$ cat src/rtl/hctl_pkg.sv
package hctl_pkg;
  localparam int NUM_SEL = 7;
  localparam int SEL_MODE = 0;
  localparam int SEL_STAT = 1;
  localparam int SEL_SRC  = 2;
  localparam int SEL_DST  = 3;
  localparam int SEL_KEY  = 4;
  localparam int SEL_LEN  = 5;
  localparam int SEL_CMD  = 6;

  localparam logic [7:0] OFS_MODE = 8'h10;
  localparam logic [7:0] OFS_STAT = 8'h1C;
  localparam logic [7:0] OFS_SRC  = 8'h20;
  localparam logic [7:0] OFS_DST  = 8'h24;
  localparam logic [7:0] OFS_KEY  = 8'h28;
  localparam logic [7:0] OFS_LEN  = 8'h2C;
  localparam logic [7:0] OFS_CMD  = 8'h30;

  localparam int ST_HASH_BUSY = 0;
  localparam int ST_HASH_IRQ  = 9;
  localparam int ST_CRY_IRQ   = 12;
  localparam int ST_RSA_IRQ   = 13;

  localparam logic [31:0] CMD_MASK = 32'h0004_057C;

  function automatic logic [31:0] low_mask(input int bits);
    logic [63:0] m;
    m = (64'd1 << bits) - 64'd1;
    return m[31:0];
  endfunction

  function automatic logic [31:0] align8_mask(input int bits);
    return low_mask(bits) & ~32'h7;
  endfunction

  function automatic logic [7:0] sel_offset(input int sel);
    case (sel)
      SEL_MODE: return OFS_MODE;
      SEL_STAT: return OFS_STAT;
      SEL_SRC:  return OFS_SRC;
      SEL_DST:  return OFS_DST;
      SEL_KEY:  return OFS_KEY;
      SEL_LEN:  return OFS_LEN;
      default:  return OFS_CMD;
    endcase
  endfunction
endpackage

$ cat src/rtl/hctl_decode.sv
module hctl_decode
  import hctl_pkg::*;
#(
  parameter int ADDR_W = 8
) (
  input  logic              bus_valid,
  input  logic              bus_write,
  input  logic [ADDR_W-1:0] bus_addr,
  output logic [NUM_SEL-1:0] hit,
  output logic [NUM_SEL-1:0] wr_sel,
  output logic               rd_req
);
  for (genvar g = 0; g < NUM_SEL; g++) begin : g_sel
    assign hit[g]    = (bus_addr == ADDR_W'(sel_offset(g)));
    assign wr_sel[g] = bus_valid && bus_write && hit[g];
  end
  assign rd_req = bus_valid && !bus_write;
endmodule

$ cat src/rtl/hctl_mreg.sv
module hctl_mreg #(
  parameter logic [31:0] MASK = 32'hFFFF_FFFF
) (
  input  logic        clk,
  input  logic        rst_n,
  input  logic        we,
  input  logic [31:0] wdata,
  output logic [31:0] q
);
  always_ff @(posedge clk or negedge rst_n) begin
    if (!rst_n)  q <= '0;
    else if (we) q <= wdata & MASK;
  end
endmodule

$ cat src/rtl/hctl_status.sv
module hctl_status
  import hctl_pkg::*;
(
  input  logic        clk,
  input  logic        rst_n,
  input  logic        cmd_wr,
  input  logic        stat_wr,
  input  logic [31:0] wdata,
  input  logic        job_done,
  output logic        accept,
  output logic        busy,
  output logic        irq,
  output logic [31:0] status_word
);
  logic clr_irq;
  assign accept  = cmd_wr && !busy;
  assign clr_irq = stat_wr && wdata[ST_HASH_IRQ];

  always_ff @(posedge clk or negedge rst_n) begin
    if (!rst_n) begin
      busy <= 1'b0;
      irq  <= 1'b0;
    end else begin
      if (accept)              busy <= 1'b1;
      else if (job_done)       busy <= 1'b0;
      if (job_done && busy)    irq  <= 1'b1;
      else if (clr_irq)        irq  <= 1'b0;
    end
  end

  always_comb begin
    status_word = '0;
    status_word[ST_HASH_BUSY] = busy;
    status_word[ST_HASH_IRQ]  = irq;
  end
endmodule

$ cat src/rtl/hash_ctl_regs.sv
module hash_ctl_regs
  import hctl_pkg::*;
#(
  parameter int ADDR_W   = 8,
  parameter int SRC_BITS = 31,
  parameter int LEN_BITS = 28
) (
  input  logic              clk,
  input  logic              rst_n,
  input  logic              bus_valid,
  input  logic              bus_write,
  input  logic [ADDR_W-1:0] bus_addr,
  input  logic [31:0]       bus_wdata,
  output logic              bus_rvalid,
  output logic [31:0]       bus_rdata,
  output logic              job_start,
  output logic [31:0]       job_cmd,
  output logic [31:0]       job_src,
  output logic [31:0]       job_dst,
  output logic [31:0]       job_len,
  input  logic              job_done,
  output logic              irq_hash
);
  localparam logic [31:0] SRC_MASK = low_mask(SRC_BITS);
  localparam logic [31:0] DST_MASK = align8_mask(SRC_BITS);
  localparam logic [31:0] LEN_MASK = low_mask(LEN_BITS);

  logic [NUM_SEL-1:0] hit, wr_sel;
  logic rd_req;
  logic [31:0] mode_q, src_q, dst_q, key_q, len_q, cmd_q, status_word;
  logic accept, busy_w, irq_w;
  logic cmd_wr_evt, stat_wr_evt;

  hctl_decode #(.ADDR_W(ADDR_W)) u_dec (
    .bus_valid(bus_valid), .bus_write(bus_write), .bus_addr(bus_addr),
    .hit(hit), .wr_sel(wr_sel), .rd_req(rd_req)
  );

  assign cmd_wr_evt  = wr_sel[SEL_CMD];
  assign stat_wr_evt = wr_sel[SEL_STAT];

  hctl_mreg #(.MASK(32'hFFFF_FFFF)) u_mode (
    .clk(clk), .rst_n(rst_n), .we(wr_sel[SEL_MODE]), .wdata(bus_wdata), .q(mode_q));
  hctl_mreg #(.MASK(SRC_MASK)) u_src (
    .clk(clk), .rst_n(rst_n), .we(wr_sel[SEL_SRC]), .wdata(bus_wdata), .q(src_q));
  hctl_mreg #(.MASK(DST_MASK)) u_dst (
    .clk(clk), .rst_n(rst_n), .we(wr_sel[SEL_DST]), .wdata(bus_wdata), .q(dst_q));
  hctl_mreg #(.MASK(SRC_MASK)) u_key (
    .clk(clk), .rst_n(rst_n), .we(wr_sel[SEL_KEY]), .wdata(bus_wdata), .q(key_q));
  hctl_mreg #(.MASK(LEN_MASK)) u_len (
    .clk(clk), .rst_n(rst_n), .we(wr_sel[SEL_LEN]), .wdata(bus_wdata), .q(len_q));

  hctl_status u_stat (
    .clk(clk), .rst_n(rst_n), .cmd_wr(cmd_wr_evt), .stat_wr(stat_wr_evt),
    .wdata(bus_wdata), .job_done(job_done), .accept(accept),
    .busy(busy_w), .irq(irq_w), .status_word(status_word)
  );
  assign irq_hash = irq_w;

  // Command register and job snapshot: updated only by an accepted command.
  always_ff @(posedge clk or negedge rst_n) begin
    if (!rst_n) begin
      cmd_q     <= '0;
      job_start <= 1'b0;
      job_cmd   <= '0;
      job_src   <= '0;
      job_dst   <= '0;
      job_len   <= '0;
    end else begin
      job_start <= accept;
      if (accept) begin
        cmd_q   <= bus_wdata & CMD_MASK;
        job_cmd <= bus_wdata & CMD_MASK;
        job_src <= src_q;
        job_dst <= dst_q;
        job_len <= len_q;
      end
    end
  end

  logic [31:0] rd_mux;
  always_comb begin
    rd_mux = '0;
    unique case (1'b1)
      hit[SEL_MODE]: rd_mux = mode_q;
      hit[SEL_STAT]: rd_mux = status_word;
      hit[SEL_SRC]:  rd_mux = src_q;
      hit[SEL_DST]:  rd_mux = dst_q;
      hit[SEL_KEY]:  rd_mux = key_q;
      hit[SEL_LEN]:  rd_mux = len_q;
      hit[SEL_CMD]:  rd_mux = cmd_q;
      default:       rd_mux = '0;
    endcase
  end

  always_ff @(posedge clk or negedge rst_n) begin
    if (!rst_n) begin
      bus_rvalid <= 1'b0;
      bus_rdata  <= '0;
    end else begin
      bus_rvalid <= rd_req;
      if (rd_req) bus_rdata <= rd_mux;
    end
  end
endmodule

$ cat config.mk
export PLATFORM = sky130hd
export DESIGN_NAME = hash_ctl_regs
export DESIGN_NICKNAME = d
export VERILOG_FILES = /design/src/rtl/hctl_pkg.sv /design/src/rtl/hctl_decode.sv /design/src/rtl/hctl_mreg.sv /design/src/rtl/hctl_status.sv /design/src/rtl/hash_ctl_regs.sv
export SDC_FILE = /design/constraint.sdc
export NUM_CORES = 1
export LEC_CHECK = 0
export ABC_AREA = 1
export BUFFER_PORTS_ARGS = -buffer_cell sky130_fd_sc_hd__clkbuf_2
export CAP_MARGIN = 40
export CORE_MARGIN = 2
export CORE_UTILIZATION = 57
export CTS_CLUSTER_SIZE = 24
export DETAILED_ROUTE_END_ITERATION = 10
export PLACE_DENSITY = 0.78
export SLEW_MARGIN = 30
export SYNTH_ARGS = -nofsm -noshare
export SYNTH_HDL_FRONTEND = slang
export SYNTH_HIERARCHICAL = 1
export SYNTH_SLANG_ARGS = --single-unit
$ cat constraint.sdc
create_clock -name clk -period 1.6 [get_ports clk]
set_input_delay 0.24 -clock clk [delete_from_list [all_inputs] [get_ports clk]]
set_output_delay 0.24 -clock clk [all_outputs]
set_load 0.02 [all_outputs]
==> qor.yml <==
synth.area.top_cells: "dfrtp_1 (54%), nand2_1 (25%), mux2_4 (6.7%)"
start_util: 0.577
first_global_vias: 10700
multi_input_area_sq_um: 5320
synth_cell_type_count: 19
grt_pass1_wl_um: 56000
top_layer_used: "met4"
antenna_found_initial: 1
yosys_warnings: 6
wl_per_cell_um: 16.7
finClkSkew_ns: 0.0223
track_usage: 0.289
drc_errors: 0
period_share: 0.909
hold_path_class: "in2reg"
rsz0062_at_grt: "false"
core_sq_um: 23400
die_area_sq_um: 25000
vias_per_cell: 5.05
hold_buffers: 32
critPathKind: "reg2reg"
io_buffers: 183
fmax_mhz: 687
synth-compound-area-share: 0
rows: 56
timing.final.ws_setup_ns: 0.145
finalHoldWorstSlack_ns: 0.0330
cts_num_sinks: 290
place_inst: 2036
crit_path_end_kind: "register"
cp_max_fo: 27
die_w_um: 158
drive_above_1_share: 0.242
cts_made_buffers: 30
cts_resized: 0
peakVddDrop_mv: 0.738
pre_cts_slack_ns: -0.351
drv_slew: 0
synthAdderAreaFrac: 0
hold_violations: 0
dr.pass1.iters: 5
clk_pin_slew_ns: 0.06
finalNonFillerCells: 2124
tritoncts: "yes"
crit_required_ns: 2.03
drv_cap: 0
synth_top_area_share: 0.537
synth-xor-area-share: 0
met2_wirelength_um: 17100
vias: 10700
final.min_clock_period_ns: 1.46
fin_nets: 1826
gp_congestion: 0.838
hpwlAfterDp_um: 23500
clk_latency_ns: 0.56
cp-start-kind: "register"
synth_cells: 1542
drt_wl_total_um: 35400
grt-ovfl-total: 0
arrival_ns: 1.88
die_y_um: 158
syn_area_sq_um: 13500
yosysTopAreaCell: "dfrtp_1"
cts_setup_buffers: 0
clockBufferDepth: 3
power_density_nw_per_um2: 949
drt_iter0_drc: 897
setup_viol: 0
postRouteAntennaNets: 0
grt_max_degree: 62
yosys.area_share.simple: 0.268
io_pins: 208
m1WireLength_um: 14800
fill_cells: 1770
status: "completed"
syn_area_per_cell_sq_um: 8.76
root_buffer: "clkbuf_16"
syn2layout_area_growth_pct: 20.6
seqCellArea_sq_um: 7260
synth_top_family_by_area: "simple AND/OR/NAND/NOR gates"
ys_seq_area_frac: 0.537
ys_ff_latch: 290
leakage_nw: 9.60
h-tree-depth: 1
synth_mux_area_frac: 0.103
met3_length_um: 2490
[cell type report]
class                           instances  area share
Tap cell                              319      0.0245
Timing Repair Buffer                  282       0.127
Antenna cell                            1    0.000154
Sequential cell                       290       0.445
Clock inverter                         14     0.00998
Multi-Input combinational cell       1121       0.327
Clock buffer                           41      0.0524
Inverter                               56      0.0144
[registers in the layout (all words and copies together), names as in the netlist, 28 cells and up]
signal and flops:
bus_rdata 32, job_dst 32, job_len 32, job_src 32, u_mode/q 32, u_key/q 31, u_src/q 31, u_dst/q 28
u_len/q 28
[final timing paths]
path | to | cells after the start | slack [ns] | from
max in group asynchronous | job_src[31]$_DFFE_PN0P_ | 3 | 0.75 | rst_n
worst max-delay path | cmd_q[2]$_DFFE_PN0P_ | 4 | 0.14 | u_stat/busy$_DFFE_PN0P_
worst max register to register | cmd_q[2]$_DFFE_PN0P_ | 4 | 0.14 | u_stat/busy$_DFFE_PN0P_
min in group asynchronous | u_dst/q[25]$_DFFE_PN0P_ | 2 | 0.16 | rst_n
worst min register to register | u_mode/q[27]$_DFFE_PN0P_ | 2 | 0.47 | u_mode/q[27]$_DFFE_PN0P_
worst min-delay path | u_mode/q[6]$_DFFE_PN0P_ | 3 | 0.03 | bus_wdata[6]
[worst max-delay path: stages (launching register included)]
cell	delay, ns
dfrtp_1	0.44
nor2_4	0.12
buf_12	0.17
buf_12	0.21
mux2_2	0.36
[cell usage in the layout, fill, tap and decap left out, drive strengths merged]
cell	synthesis	routed
nand2	895	895
dlygate4sd3	0	32
clkinvlp	0	3
inv	56	58
dfrtp	290	290
diode	0	1
bufinv	0	3
buf	129	68
clkinv	0	6
mux2	104	104
clkbuf	4	223
conb	6	64
nor2	58	58
[where the power goes]
part	internal, mW	leakage (nW)	total, mW	switching [mW]
combinational	0.232	5.07	0.748	0.516
clock	4.22	0.495	7.15	2.92
sequential	7.46	4.03	7.57	0.105
total	11.9	9.60	15.5	3.54
[per-stage QoR]
| stage | power [mW] | TNS [ns] | util | area [sq um] |
|---|---|---|---|---|
| CTS | 15.5 | 0 | 0.696 | 16300 |
| detailed placement | 8.38 | -38.20 | 0.639 | 15000 |
| global route | 15.9 | 0 | 0.696 | 16300 |
| floorplan | 8.06 | 0 | - | 13800 |
| global placement | 8.36 | -36.01 | 0.639 | 15000 |
| finish | 15.5 | 0 | 0.696 | 16300 |
[cells by family after synthesis]
group / Yosys count
simple gates: 953
flops: 290
buf+inv: 189
mux: 104
other cells: 6
[metal layers]
metal / up-vias / GRT usage
met1: 5166 / 0.394
met3: 75 / 0.0435
met2: 460 / 0.481
met5: - / 0
li1: 5027 / -
met4: 0 / 0.0892
[Yosys cell counts (all sizes together)]
| cell | n |
|---|---|
| nor2 | 58 |
| inv | 56 |
| mux2 | 104 |
| conb | 6 |
| clkbuf | 4 |
| dfrtp | 290 |
| buf | 129 |
| nand2 | 895 |
(Power assumes the default switching activity.)
